===== config.mk =====
export PLATFORM = sky130hd
export DESIGN_NAME = sercmd_channel
export DESIGN_NICKNAME = d
export VERILOG_FILES = /design/src/rtl/sercmd_pkg.sv /design/src/rtl/sercmd_decode.sv /design/src/rtl/sercmd_mode.sv /design/src/rtl/sercmd_rx.sv /design/src/rtl/sercmd_tx.sv /design/src/rtl/sercmd_channel.sv
export SDC_FILE = /design/constraint.sdc
export NUM_CORES = 1
export LEC_CHECK = 0
export BUFFER_PORTS_ARGS = -buffer_cell sky130_fd_sc_hd__buf_4
export CORE_UTILIZATION = 55
export CTS_CLUSTER_SIZE = 30
export DETAILED_ROUTE_END_ITERATION = 10
export HOLD_SLACK_MARGIN = 0.06
export PLACE_DENSITY = 0.92
export SYNTH_ARGS = -nofsm -noshare
export SYNTH_HDL_FRONTEND = slang
export SYNTH_HIERARCHICAL = 1
export SYNTH_SLANG_ARGS = --single-unit

===== constraint.sdc =====
create_clock -name clk -period 4.3 [get_ports clk]
set_input_delay 0.43 -clock clk [delete_from_list [all_inputs] [get_ports clk]]
set_output_delay 0.43 -clock clk [all_outputs]
set_load 0.01 [all_outputs]

===== src/rtl/sercmd_pkg.sv =====
package sercmd_pkg;

    localparam int DATA_W = 8;

    // Status byte bit positions (software decodes these)
    localparam int ST_RXRDY = 0;
    localparam int ST_TXRDY = 2;
    localparam int ST_TXEMT = 3;
    localparam int ST_OVR   = 4;
    localparam int ST_PAR   = 5;
    localparam int ST_FRM   = 6;
    localparam int ST_BRK   = 7;

    typedef enum logic [1:0] {
        REG_MODE      = 2'd0,
        REG_STAT_CSEL = 2'd1,
        REG_CMD       = 2'd2,
        REG_HOLD      = 2'd3
    } reg_sel_e;

    typedef enum logic [2:0] {
        ACT_NONE    = 3'd0,
        ACT_PTR_RST = 3'd1,
        ACT_RX_RST  = 3'd2,
        ACT_TX_RST  = 3'd3,
        ACT_RSV4    = 3'd4,
        ACT_RSV5    = 3'd5,
        ACT_BRK_ON  = 3'd6,
        ACT_BRK_OFF = 3'd7
    } cmd_act_e;

    typedef struct packed {
        logic mode_acc;
        logic mode_wr;
        logic csel_wr;
        logic hold_wr;
        logic hold_rd;
    } bus_strobe_t;

    typedef struct packed {
        logic ptr_rst;
        logic rx_rst;
        logic tx_rst;
        logic brk_on;
        logic brk_off;
        logic rx_en;
        logic rx_dis;
        logic tx_en;
        logic tx_dis;
    } cmd_pulse_t;

endpackage


===== src/rtl/sercmd_decode.sv =====
module sercmd_decode
    import sercmd_pkg::*;
#(
    parameter int ADDR_W   = 6,
    parameter int WIN_BITS = 5,
    parameter int CHAN_IDX = 0
) (
    input  logic [ADDR_W-1:0] addr,
    input  logic              wr,
    input  logic              rd,
    input  logic [6:0]        cmd_bits,
    output logic              hit,
    output reg_sel_e          sel,
    output bus_strobe_t       strb,
    output cmd_pulse_t        cmd
);

    localparam int CH_W = ADDR_W - WIN_BITS;

    logic [CH_W-1:0]     chan_field;
    logic [WIN_BITS-1:0] offs;
    cmd_act_e            act;
    logic                cmd_wr;

    always_comb begin
        chan_field = addr[ADDR_W-1:WIN_BITS];
        offs       = addr[WIN_BITS-1:0];
        hit        = (chan_field == CH_W'(CHAN_IDX))
                  && ((offs >> 4) == '0)
                  && (offs[1:0] == 2'b00);
        sel        = reg_sel_e'(offs[3:2]);
        act        = cmd_act_e'(cmd_bits[6:4]);
        cmd_wr     = hit && wr && (sel == REG_CMD);

        strb = '0;
        if (hit) begin
            strb.mode_acc = (wr || rd) && (sel == REG_MODE);
            strb.mode_wr  = wr && (sel == REG_MODE);
            strb.csel_wr  = wr && (sel == REG_STAT_CSEL);
            strb.hold_wr  = wr && (sel == REG_HOLD);
            strb.hold_rd  = rd && !wr && (sel == REG_HOLD);
        end

        cmd = '0;
        if (cmd_wr) begin
            unique case (act)
                ACT_PTR_RST: cmd.ptr_rst = 1'b1;
                ACT_RX_RST:  cmd.rx_rst  = 1'b1;
                ACT_TX_RST:  cmd.tx_rst  = 1'b1;
                ACT_BRK_ON:  cmd.brk_on  = 1'b1;
                ACT_BRK_OFF: cmd.brk_off = 1'b1;
                default:     ;
            endcase
            cmd.rx_en  = cmd_bits[0];
            cmd.rx_dis = cmd_bits[1];
            cmd.tx_en  = cmd_bits[2];
            cmd.tx_dis = cmd_bits[3];
        end
    end

endmodule


===== src/rtl/sercmd_mode.sv =====
module sercmd_mode
    import sercmd_pkg::*;
(
    input  logic              clk,
    input  logic              rst_n,
    input  logic              acc,
    input  logic              wr,
    input  logic              csel_wr,
    input  logic              ptr_rst,
    input  logic [DATA_W-1:0] wdata,
    output logic              at_mr2,
    output logic [DATA_W-1:0] mr1,
    output logic [DATA_W-1:0] mr2,
    output logic [DATA_W-1:0] csel
);

    typedef struct packed {
        logic              at_mr2;
        logic [DATA_W-1:0] mr1;
        logic [DATA_W-1:0] mr2;
        logic [DATA_W-1:0] csel;
    } mode_state_t;

    mode_state_t s_d, s_q;

    always_comb begin
        s_d = s_q;
        if (ptr_rst) begin
            s_d.at_mr2 = 1'b0;
        end else if (acc) begin
            if (wr) begin
                if (s_q.at_mr2) s_d.mr2 = wdata;
                else            s_d.mr1 = wdata;
            end
            s_d.at_mr2 = 1'b1;
        end
        if (csel_wr) s_d.csel = wdata;
    end

    always_ff @(posedge clk or negedge rst_n) begin
        if (!rst_n) s_q <= '0;
        else        s_q <= s_d;
    end

    assign at_mr2 = s_q.at_mr2;
    assign mr1    = s_q.mr1;
    assign mr2    = s_q.mr2;
    assign csel   = s_q.csel;

    AST_PTR_STAYS_AT_MR2: assert property (@(posedge clk) disable iff (!rst_n)
        (s_q.at_mr2 && !ptr_rst) |=> s_q.at_mr2);
    AST_MR1_LOCKED: assert property (@(posedge clk) disable iff (!rst_n)
        (s_q.at_mr2 && !ptr_rst) |=> $stable(s_q.mr1));
    AST_PTR_REWIND: assert property (@(posedge clk) disable iff (!rst_n)
        ptr_rst |=> !s_q.at_mr2);

endmodule


===== src/rtl/sercmd_rx.sv =====
module sercmd_rx
    import sercmd_pkg::*;
(
    input  logic              clk,
    input  logic              rst_n,
    input  logic              push,
    input  logic [DATA_W-1:0] char_in,
    input  logic              perr,
    input  logic              ferr,
    input  logic              brk,
    input  logic              hold_rd,
    input  logic              rx_rst,
    input  logic              en_cmd,
    input  logic              dis_cmd,
    output logic              enabled,
    output logic              rdy,
    output logic              ovr,
    output logic              par,
    output logic              frm,
    output logic              brk_flag,
    output logic [DATA_W-1:0] data
);

    typedef struct packed {
        logic              en;
        logic              full;
        logic              ovr;
        logic              par;
        logic              frm;
        logic              brk;
        logic [DATA_W-1:0] data;
    } rx_state_t;

    rx_state_t s_d, s_q;
    logic      accept;

    always_comb begin
        s_d    = s_q;
        accept = push && s_q.en && !rx_rst;

        if (rx_rst) begin
            s_d.en   = 1'b0;
            s_d.full = 1'b0;
            s_d.ovr  = 1'b0;
            s_d.par  = 1'b0;
            s_d.frm  = 1'b0;
            s_d.brk  = 1'b0;
        end

        if (dis_cmd)     s_d.en = 1'b0;
        else if (en_cmd) s_d.en = 1'b1;

        if (hold_rd) begin
            s_d.full = 1'b0;
            s_d.par  = 1'b0;
            s_d.frm  = 1'b0;
            s_d.brk  = 1'b0;
        end

        if (accept) begin
            if (s_q.full && !hold_rd) begin
                s_d.ovr = 1'b1;
            end else begin
                s_d.full = 1'b1;
                s_d.data = char_in;
                s_d.par  = perr;
                s_d.frm  = ferr;
                s_d.brk  = brk;
            end
        end
    end

    always_ff @(posedge clk or negedge rst_n) begin
        if (!rst_n) s_q <= '0;
        else        s_q <= s_d;
    end

    assign enabled  = s_q.en;
    assign rdy      = s_q.full;
    assign ovr      = s_q.ovr;
    assign par      = s_q.par;
    assign frm      = s_q.frm;
    assign brk_flag = s_q.brk;
    assign data     = s_q.data;

    AST_RX_DISABLED_DROP: assert property (@(posedge clk) disable iff (!rst_n)
        (push && !s_q.en && !s_q.full) |=> !s_q.full);
    AST_OVR_STICKY: assert property (@(posedge clk) disable iff (!rst_n)
        (s_q.ovr && !rx_rst) |=> s_q.ovr);
    AST_OVR_KEEPS_CHAR: assert property (@(posedge clk) disable iff (!rst_n)
        (s_q.full && !hold_rd && !rx_rst) |=> ($stable(s_q.data) && s_q.full));
    AST_READ_CLEARS: assert property (@(posedge clk) disable iff (!rst_n)
        (hold_rd && !push) |=> (!s_q.full && !s_q.par && !s_q.frm && !s_q.brk));
    AST_RX_RESET_CLEARS: assert property (@(posedge clk) disable iff (!rst_n)
        rx_rst |=> (!s_q.full && !s_q.ovr && !s_q.par && !s_q.frm && !s_q.brk));

endmodule


===== src/rtl/sercmd_tx.sv =====
module sercmd_tx
    import sercmd_pkg::*;
(
    input  logic              clk,
    input  logic              rst_n,
    input  logic              hold_wr,
    input  logic [DATA_W-1:0] wdata,
    input  logic              busy,
    input  logic              tx_rst,
    input  logic              en_cmd,
    input  logic              dis_cmd,
    input  logic              brk_on,
    input  logic              brk_off,
    output logic              enabled,
    output logic              txrdy,
    output logic              txemt,
    output logic              start,
    output logic [DATA_W-1:0] byte_out,
    output logic              force_low
);

    typedef struct packed {
        logic              en;
        logic              full;
        logic              brk;
        logic [DATA_W-1:0] hold;
    } tx_state_t;

    tx_state_t s_d, s_q;

    always_comb begin
        txrdy    = s_q.en && !s_q.full && !s_q.brk;
        txemt    = txrdy && !busy;
        start    = s_q.en && s_q.full && !s_q.brk && !busy;
        byte_out = s_q.hold;

        s_d = s_q;
        if (tx_rst) begin
            s_d.en   = 1'b0;
            s_d.full = 1'b0;
        end
        if (brk_on)       s_d.brk = 1'b1;
        else if (brk_off) s_d.brk = 1'b0;

        if (dis_cmd)     s_d.en = 1'b0;
        else if (en_cmd) s_d.en = 1'b1;

        if (start) s_d.full = 1'b0;
        if (hold_wr && txrdy) begin
            s_d.full = 1'b1;
            s_d.hold = wdata;
        end
    end

    always_ff @(posedge clk or negedge rst_n) begin
        if (!rst_n) s_q <= '0;
        else        s_q <= s_d;
    end

    assign enabled   = s_q.en;
    assign force_low = s_q.brk;

    AST_START_SINGLE: assert property (@(posedge clk) disable iff (!rst_n)
        start |=> !start);
    AST_HOLD_KEPT: assert property (@(posedge clk) disable iff (!rst_n)
        (s_q.full && !start && !tx_rst) |=> (s_q.full && $stable(s_q.hold)));
    AST_TXRST_NOT_READY: assert property (@(posedge clk) disable iff (!rst_n)
        (tx_rst && !en_cmd) |=> (!txrdy && !start));
    AST_BREAK_ENTER: assert property (@(posedge clk) disable iff (!rst_n)
        brk_on |=> (force_low && !txrdy && !start));

endmodule


===== src/rtl/sercmd_channel.sv =====
module sercmd_channel
    import sercmd_pkg::*;
#(
    parameter int ADDR_W   = 6,
    parameter int WIN_BITS = 5,
    parameter int CHAN_IDX = 0
) (
    input  logic              clk,
    input  logic              rst_n,
    input  logic [ADDR_W-1:0] bus_addr,
    input  logic              bus_wr,
    input  logic              bus_rd,
    input  logic [7:0]        bus_wdata,
    output logic [7:0]        bus_rdata,
    input  logic              rx_push,
    input  logic [7:0]        rx_char,
    input  logic              rx_perr,
    input  logic              rx_ferr,
    input  logic              rx_brk,
    input  logic              tx_busy,
    output logic              tx_start,
    output logic [7:0]        tx_byte,
    output logic              tx_force_low,
    output logic              rx_enabled,
    output logic              tx_enabled,
    output logic [7:0]        mode1,
    output logic [7:0]        mode2,
    output logic [7:0]        clk_sel
);

    logic        hit;
    reg_sel_e    sel;
    bus_strobe_t strb;
    cmd_pulse_t  cmd;

    logic              at_mr2;
    logic              rx_rdy, rx_ovr, rx_par, rx_frm, rx_brkf;
    logic [DATA_W-1:0] rx_data;
    logic              txrdy, txemt;
    logic [DATA_W-1:0] status;

    sercmd_decode #(
        .ADDR_W   (ADDR_W),
        .WIN_BITS (WIN_BITS),
        .CHAN_IDX (CHAN_IDX)
    ) u_decode (
        .addr     (bus_addr),
        .wr       (bus_wr),
        .rd       (bus_rd),
        .cmd_bits (bus_wdata[6:0]),
        .hit      (hit),
        .sel      (sel),
        .strb     (strb),
        .cmd      (cmd)
    );

    sercmd_mode u_mode (
        .clk     (clk),
        .rst_n   (rst_n),
        .acc     (strb.mode_acc),
        .wr      (strb.mode_wr),
        .csel_wr (strb.csel_wr),
        .ptr_rst (cmd.ptr_rst),
        .wdata   (bus_wdata),
        .at_mr2  (at_mr2),
        .mr1     (mode1),
        .mr2     (mode2),
        .csel    (clk_sel)
    );

    sercmd_rx u_rx (
        .clk      (clk),
        .rst_n    (rst_n),
        .push     (rx_push),
        .char_in  (rx_char),
        .perr     (rx_perr),
        .ferr     (rx_ferr),
        .brk      (rx_brk),
        .hold_rd  (strb.hold_rd),
        .rx_rst   (cmd.rx_rst),
        .en_cmd   (cmd.rx_en),
        .dis_cmd  (cmd.rx_dis),
        .enabled  (rx_enabled),
        .rdy      (rx_rdy),
        .ovr      (rx_ovr),
        .par      (rx_par),
        .frm      (rx_frm),
        .brk_flag (rx_brkf),
        .data     (rx_data)
    );

    sercmd_tx u_tx (
        .clk       (clk),
        .rst_n     (rst_n),
        .hold_wr   (strb.hold_wr),
        .wdata     (bus_wdata),
        .busy      (tx_busy),
        .tx_rst    (cmd.tx_rst),
        .en_cmd    (cmd.tx_en),
        .dis_cmd   (cmd.tx_dis),
        .brk_on    (cmd.brk_on),
        .brk_off   (cmd.brk_off),
        .enabled   (tx_enabled),
        .txrdy     (txrdy),
        .txemt     (txemt),
        .start     (tx_start),
        .byte_out  (tx_byte),
        .force_low (tx_force_low)
    );

    always_comb begin
        status           = '0;
        status[ST_RXRDY] = rx_rdy;
        status[ST_TXRDY] = txrdy;
        status[ST_TXEMT] = txemt;
        status[ST_OVR]   = rx_ovr;
        status[ST_PAR]   = rx_par;
        status[ST_FRM]   = rx_frm;
        status[ST_BRK]   = rx_brkf;

        bus_rdata = '0;
        if (hit && bus_rd && !bus_wr) begin
            unique case (sel)
                REG_MODE:      bus_rdata = at_mr2 ? mode2 : mode1;
                REG_STAT_CSEL: bus_rdata = status;
                REG_CMD:       bus_rdata = '0;
                REG_HOLD:      bus_rdata = rx_data;
                default:       bus_rdata = '0;
            endcase
        end
    end

    AST_EMPTY_NEEDS_IDLE: assert property (@(posedge clk) disable iff (!rst_n)
        (txemt && !tx_busy) |-> !tx_start);

endmodule


==> results of run 1 <==
critical path: cells and delay by family:
family                 cells  cell delay (ns)
muxes                      1             0.42
buffers and inverters      1             0.11
and+or+nand+nor            4             1.89
layout make-up:
class / count / area [µm²] / share of cell area [%]
clock buffer: 6 / 82.6 / 2.62
clock inverter: 2 / 16.3 / 0.516
inverter: 15 / 56.3 / 1.79
multi-input combinational: 126 / 1130 / 35.7
sequential: 50 / 1250 / 39.7
tap: 52 / 65.1 / 2.06
timing repair buffer: 74 / 556 / 17.6
path summary, 6_finish.rpt:
check	from	endpoint	slack, ns	cells past startpoint
max reg2reg	u_tx/force_low$_DFFE_PN0P_	u_tx/byte_out[4]$_DFFE_PN0P_	2.32	2
min	rst_n	u_mode/csel[5]$_DFFE_PN0P_	0.13	1
max	bus_addr[1]	u_rx/data[6]$_DFFE_PN0P_	1.63	6
max in group asynchronous	rst_n	u_rx/data[0]$_DFFE_PN0P_	3.76	1
min reg2reg	u_rx/data[0]$_DFFE_PN0P_	u_rx/data[0]$_DFFE_PN0P_	0.52	1
min in group clk	rx_char[0]	u_rx/data[0]$_DFFE_PN0P_	0.35	2
sequential cells by signal, summed over array words and instances, names as in the netlist:
register and cells:
u_mode/at_mr2 1, u_mode/csel 8, u_mode/mr1 8, u_mode/mr2 8, u_rx/brk_flag 1, u_rx/data 8
u_rx/enabled 1, u_rx/frm 1, u_rx/ovr 1, u_rx/par 1, u_rx/rdy 1, u_tx/byte_out 8
u_tx/enabled 1, u_tx/force_low 1, u_tx/s_q 1
layout by cell type, fill, tap and decap left out, types with 6 or more instances in the layout:
cell      netlist  final
a22oi_1         7      7
buf_4          11     74
clkbuf_8        0      6
dfrtp_1        50     50
inv_1          15     15
mux2_2         45     45
mux2_4          7      7
nand2_1         7      7
nor2_1         16     16
nor3_1          6      6
power groups by stage:
stage                     Clock [mW]  Sequential [mW]  Combinational (mW)
final                          0.299            0.595               0.216
after global routing           0.319            0.607               0.237
after global placement             0            0.599               0.207
after CTS                      0.304            0.596               0.217
after detailed placement           0            0.604               0.216
after floorplan                    0            0.588               0.145
cell families (layout without fill, tap and decap cells):
family | count (synthesis) | after routing | synth area share (%)
flip-flops | 50 | 50 | 48.3
buffers and inverters | 34 | 97 | 8.50
AO/OA/AOI/OAI | 15 | 15 | 3.96
AND/OR/NAND/NOR | 54 | 54 | 13.6
multiplexers | 57 | 57 | 25.6
Yosys cell counts (all sizes together):
cell and number:
a22oi 7, a21oi 4, nand2 7, dfrtp 50, a31oi 1, nor4 6, nor4bb 2, buf 19
a31o 1, or3b 1, nor3 9, or4 1, inv 15, nor4b 1, nand3b 2, nand2b 1
o211ai 1, mux2i 3, nand4b 2, or2b 3, a21o 1, nor2 17, nor2b 1, nand3 1
mux2 54
routing by layer:
| layer | vias up | track usage [%] | part of all wire (%) |
|---|---|---|---|
| met5 | - | 0 | 0 |
| met4 | 0 | 9.33 | 2.0 |
| met3 | 10 | 6.55 | 6.1 |
| met1 | 880 | 28.4 | 43 |
| li1 | 852 | - | - |
| met2 | 65 | 39.9 | 49 |
==> metrics.md, run 1 <==
| Metric | Value |
|---|---|
| Synth Cell Area | 0.00259 mm² |
| Sw Ratio | ~28% |
| # IOs | 75 |
| Clock power frac | a little over a quarter |
| Mapped Cells | 210 |
| Skew-Pair Late Insertion Delay | 0.31 ns |
| Fin nets | a little over 300 |
| Clock slew seen by the registers of the worst setup and hold paths | 0.10 ns |
| Num CTS Buffers | 5 |
| Largest area contributor in the netlist | dfrtp_1 |
| TritonCTS clock tree | built |
| Pins Over Slew Limit | 0 |
| Port bufs | 74 |
| Fin area | between 0.003 and 0.004 mm² |
| Max rail drop VDD | ~0.28 mV |
| Core Rows | 24 |
| Pwr Total | 1.11 mW |
| Diode count | 0 |
| Drc violations | 8 |
| Die width | between 70 and 80 µm |
| Routed vias | around 1800 |
| Top post-synthesis cells by area | dfrtp_1 48%, mux2_2 20%, mux2_4 4.1% |
| Post-DRT Antenna Nets | 0 |
| Final HPWL DP | 4.10 mm |
| Lkg Pwr | about 1.6 nW |
| Initial antenna violation count | 0 |
| Fin cells | between 300 and 400 |
| Unrepaired setup endpoints after global routing | false |
| Failing checks | DRC |
| Max transition margin | slightly above 20% |
| First-pass GRT wire length | around 9 mm |
| Worst path slowest cell | nor3_2 |
| DP Area | approximately 0.003 mm² |
| Largest net degree at the start of global routing | 51 |
| Critical setup path kind | input port to flop |
| Filler cells | between 300 and 400 |
| Status | finished, violations left |
| Final setup fails | 0 |
| Power Dens Cells | approximately 350 mW/mm² |
| Switching pwr | 0.309 mW |
| Area delta synth->final | 21.7% |
| Area of the die | roughly 0.0050 mm² |
| 1st-iter DRT viols | 119 |
| Fmax | 375 MHz |
| Total Wirelength | about 5.5 mm |
| Total grt overflow | 0 |
| Clock Skew | a little over 0.005 ns |
| Final worst setup slack | between 1.5 and 2 ns |
| Root Buffer | clkbuf_8 |
| Crit path max fanout | 15 |
| Fin crit period | 2.67 ns |
| Crit start category | input port |
| Part of the power in registers | 53.6% |
| Warnings, synthesis | 6 |
| Hold crit path type | input port to asynchronous set/reset pin |
| Pre-CTS setup slack | approximately 1.3 ns |
| Initial Utilization | 58.3% |
| Placer Congestion | 0.823 |
| Mapped Avg Cell Area | between 10 and 15 µm² |
| All-Layer GR Usage | between 20% and 30% |
| Fin Setup TNS | 0 ns |
| Max-cap violations | 0 |
| Sequential fraction of the synthesis area | between 40% and 50% |
| Vias in the first global route | 1885 |
| First-pass DRT Iterations | 7 |
| Longest Clk Path Bufs | 2 |
| Tightest Pin Transition | between 1 and 1.5 ns |
| Setup Buffers After CTS | 0 |
| Vias per cell | about 5.6 |
| Core Area | between 0.004 and 0.005 mm² |
| H-tree depth | 2 |
| Core Util, Final | between 70% and 80% |
| Post-Syn Nets | 241 |
| Layout cell share with drive strength beyond 1 | around 54% |
| Setup crit end kind | flop |
| Final period util | 62.0% |
| Final hold violations | 0 |
| TritonCTS Sinks | 50 |
| Overall die height | about 71 µm |
| Comb pwr share | around a fifth |
| Critical path's largest stage delay | approximately 0.7 ns |
| Post-CTS Resized | 0 |
| Total placed cells including tap cells | ~320 |
| Synth unique cells | 34 |
| Avg WL per Cell | approximately 17 µm |
| Pint | ~0.8 mW |
| Synth top area share | between 40% and 50% |
| Cts-stage hold buffer count | 0 |
| Synthesized flop and latch total | 50 |
| Worst Path Arrival | roughly 2.9 ns |
| WHS | 0.126 ns |
| Cell Chain, Critical Path | buf_4 > or4_4 > nor4_1 > nor2b_2 > nor3_2 > mux2_2 |
| Worst EP required | roughly 4.5 ns |
No activity file was read; power rests on OpenSTA's default activity.
==> run 2, diff against run 1 <==
- ABC_AREA: default -> 1
- CORE_UTILIZATION: 55 -> 53
- PLACE_DENSITY: 0.92 -> 0.88
- clock period: 4.3 -> 2.75 ns (I/O delays scaled with it)
==> run 2 against run 1 <==
Effect of this change: the run now ends clean; critical path depth is 2 higher; non-clock buffer count is 2 higher; first-iteration DRC count is 150% higher; clock power is 74% higher; largest power group unchanged; critical path type is now flop to output pin.
==> metrics.md, run 2 <==
| Metric | Value |
|---|---|
| Commonest non-fill, non-tap cell in the layout | nand2_1 |
| Post-CTS Resized | 0 (unchanged) |
| Mapped Cells | 365 (+74%) |
| Synth Cell Area | 0.00283 mm² (+9.0%) |
| EDFF count, synth | 0 (unchanged) |
| Synthesized flop and latch total | 50 (unchanged) |
| Commonest cells in the netlist | 112 x nand2_1, 51 x nand3_1, 50 x dfrtp_1, 44 x inv_1, 19 x nor2_1 |
| Die width | 75.0 µm (+6.2%) |
| Unrepaired setup endpoints after global routing | false |
| Initial antenna violation count | 0 (unchanged) |
| Post-DRT Antenna Nets | 0 (unchanged) |
| Total Wirelength | 6.84 mm (+25%) |
| Setup crit end kind | output pin |
| Routed vias | 2663 (+47%) |
| H-tree depth | 2 (unchanged) |
| Core Rows | 26 (+8.3%) |
| Vias per cell | 5.35 (-3.8%) |
| Final period util | between 70% and 80% |
| Critical path's largest stage delay | 0.37 ns (-0.35 ns) |
| Critical setup path kind | flop to output pin |
| Max transition margin | 49.4% (+29 points) |
| First-pass GRT wire length | 10.8 mm (+21%) |
| Worst EP required | 2.48 ns (-2.02 ns) |
| Synth unique cells | 26 (-24%) |
| Worst Path Arrival | 1.80 ns (-1.06 ns) |
| Final worst setup slack | 0.677 ns (-0.957 ns) |
| Root Buffer | clkbuf_8 |
| Fin crit period | 2.07 ns |
| Max-cap violations | 0 (unchanged) |
| Status | finished clean |
| First-pass DRT Iterations | 5 (-2) |
| Pins Over Slew Limit | 0 (unchanged) |
| Crit path max fanout | 12 (-3) |
| Core Area | 0.00511 mm² (+15%) |
| All-Layer GR Usage | 25.5% (+2.1 points) |
| Clock Skew | 0.00651 ns (+0.00146 ns) |
| Area delta synth->final | 21.0% |
| Longest Clk Path Bufs | 2 (unchanged) |
| Warnings, synthesis | 6 (unchanged) |
| Drc violations | 0 (-8) |
| Avg WL per Cell | 13.7 µm (-18%) |
| Synth async-reset ratio | 100% (unchanged) |
| Top post-synthesis cells by area | dfrtp_1 44%, nand2_1 15%, nand3_1 9.0% |
| Placer Congestion | 0.842 (+2.4%) |
| Crit start category | flop |
| Post-Syn Nets | 396 (+64%) |
| Most instantiated library cell after synthesis | nand2_1 |
| Initial Utilization | 55.3% (-3.0 points) |
| Skew-Pair Late Insertion Delay | 0.30 ns (about the same) |
| Cell Chain, Critical Path | inv_1 > nand2_1 > nor2_1 > nand3_1 > nand2_1 > inv_1 > a21oi_1 > buf_4 |
| Largest net degree at the start of global routing | 51 (unchanged) |
| Fin Setup TNS | 0 ns (unchanged) |
| # IOs | 75 (unchanged) |
| Power Dens Cells | 561 mW/mm² (+59%) |
| Pre-CTS setup slack | 0.988 ns (-0.317 ns) |
| Filler cells | 437 (+37%) |
| Num CTS Buffers | 5 (unchanged) |
| Lkg Pwr | 1.84 nW (+17%) |
| Vias in the first global route | 2359 (+25%) |
| Area of the die | 0.00563 mm² (+13%) |
| Max rail drop VDD | 0.345 mV (+23%) |
| TritonCTS clock tree | built |
| Overall die height | 75.0 µm (+6.2%) |
| Clock slew seen by the registers of the worst setup and hold paths | 0.09 ns (about the same) |
| Largest area contributor in the netlist | dfrtp_1 |
| Diode count | 0 (unchanged) |
| 1st-iter DRT viols | 296 (+150%) |
| Total grt overflow | 0 (unchanged) |
| Mapped Avg Cell Area | 7.74 µm² (-37%) |
| Final hold violations | 0 (unchanged) |
| Worst R2R Setup Slack | 1.44 ns (-0.88 ns) |
| Buffers and inverters on the worst path | 3 (+2) |
| Synth top area share | 44.3% (-4.0 points) |
| Final setup fails | 0 (unchanged) |
| Fin nets | 458 (+51%) |
| Commonest cells after routing, fill and taps aside | 112 x nand2_1, 75 x buf_4, 51 x nand3_1 |
| Tightest Pin Transition | 0.754 ns (-0.417 ns) |
| Fmax | between 400 and 500 MHz |
| Cell family with most CP delay | simple AND/OR/NAND/NOR gates |
| Final HPWL DP | 4.90 mm (+20%) |
| Layout cell share with drive strength beyond 1 | 25.9% (-28 points) |
| TritonCTS Sinks | 50 (unchanged) |
| Worst path slowest cell | dfrtp_1 |
| Hold crit path type | input port to flop |
| Main synth FF type | dfrtp_1 |
| Pwr Total | 1.92 mW (+73%) |
| Port bufs | 74 (unchanged) |
| Sequential fraction of the synthesis area | 44.3% (-4.0 points) |
[run 2: cell types whose count changed after synthesis, sizes merged, moves of 3 or more]
cell,previous run,this run
mux2i,3,0
nand2,7,119
o21ai,0,10
a21oi,4,9
nand4,0,10
a22oi,7,0
mux2,54,0
nor2,17,26
or2b,3,0
nor4,6,0
nand3,1,57
inv,15,51
[run 2: cell type report]
class / count / area [µm²] / area share (%)
Sequential cell: 50 / 1250 / 36.6
Timing Repair Buffer: 76 / 573 / 16.8
Inverter: 51 / 194 / 5.67
Clock inverter: 2 / 37.5 / 1.10
Tap cell: 70 / 87.6 / 2.56
Clock buffer: 6 / 72.6 / 2.12
Multi-Input combinational cell: 243 / 1200 / 35.2
[run 2: cell families after synthesis]
group           after synthesis  synth area share [%]
simple gates                223                  38.9
buf+inv                      72                  13.2
compound gates               20                  3.63
flops                        50                  44.3
[run 2: worst register-to-register path, stage by stage, from the launching register on]
cell and delay [ns]:
dfrtp_1 0.65, inv_2 0.13, nor2_8 0.19, nand2_4 0.11
nand2_1 0.09, nand2_1 0.05
[run 2: timing repair]
item	CTS	global route
hold endpoints to repair	50	0
setup buffers	0	0
hold buffers	1	0
[run 2: path summary, 6_finish.rpt]
check                           depth (start not counted)                      endpoint                          from
worst max-delay path                                    8                  bus_rdata[3]       u_tx/s_q[9]$_DFFE_PN0P_
worst min-delay path                                    3      u_rx/data[5]$_DFFE_PN0P_                    rx_char[5]
worst max register to register                          5     u_mode/mr2[1]$_DFFE_PN0P_     u_mode/at_mr2$_DFFE_PN0P_
worst min register to register                          2  u_tx/byte_out[5]$_DFFE_PN0P_  u_tx/byte_out[5]$_DFFE_PN0P_
max in group asynchronous                               2      u_rx/data[6]$_DFFE_PN0P_                         rst_n
min in group asynchronous                               2    u_mode/csel[3]$_DFFE_PN0P_                         rst_n
[run 2: routing by layer]
metal  share of wire, %  track usage, %  wire length (µm)
met5                  0               0                 0
met4                1.7            8.81               119
met3                5.3            4.15               360
met2                 51            43.9              3470
met1                 42            32.8              2890
[run 2: report_power, final]
group          internal [mW]  switching (mW)
Combinational          0.169           0.283
Clock                  0.272           0.249
Sequential             0.852          0.0909
[run 2: per-stage QoR]
| step | hold WS, ns | cell area (µm²) | cells | utilization (%) |
|---|---|---|---|---|
| after floorplan | -0.0206 | 2830 | 365 | - |
| after global placement | 0.327 | 3300 | 489 | 64.6 |
| after detailed placement | 0.337 | 3300 | 489 | 64.6 |
| after CTS | 0.203 | 3420 | 498 | 66.9 |
| after global routing | 0.201 | 3420 | 498 | 66.9 |
| final | 0.197 | 3420 | 498 | 66.9 |
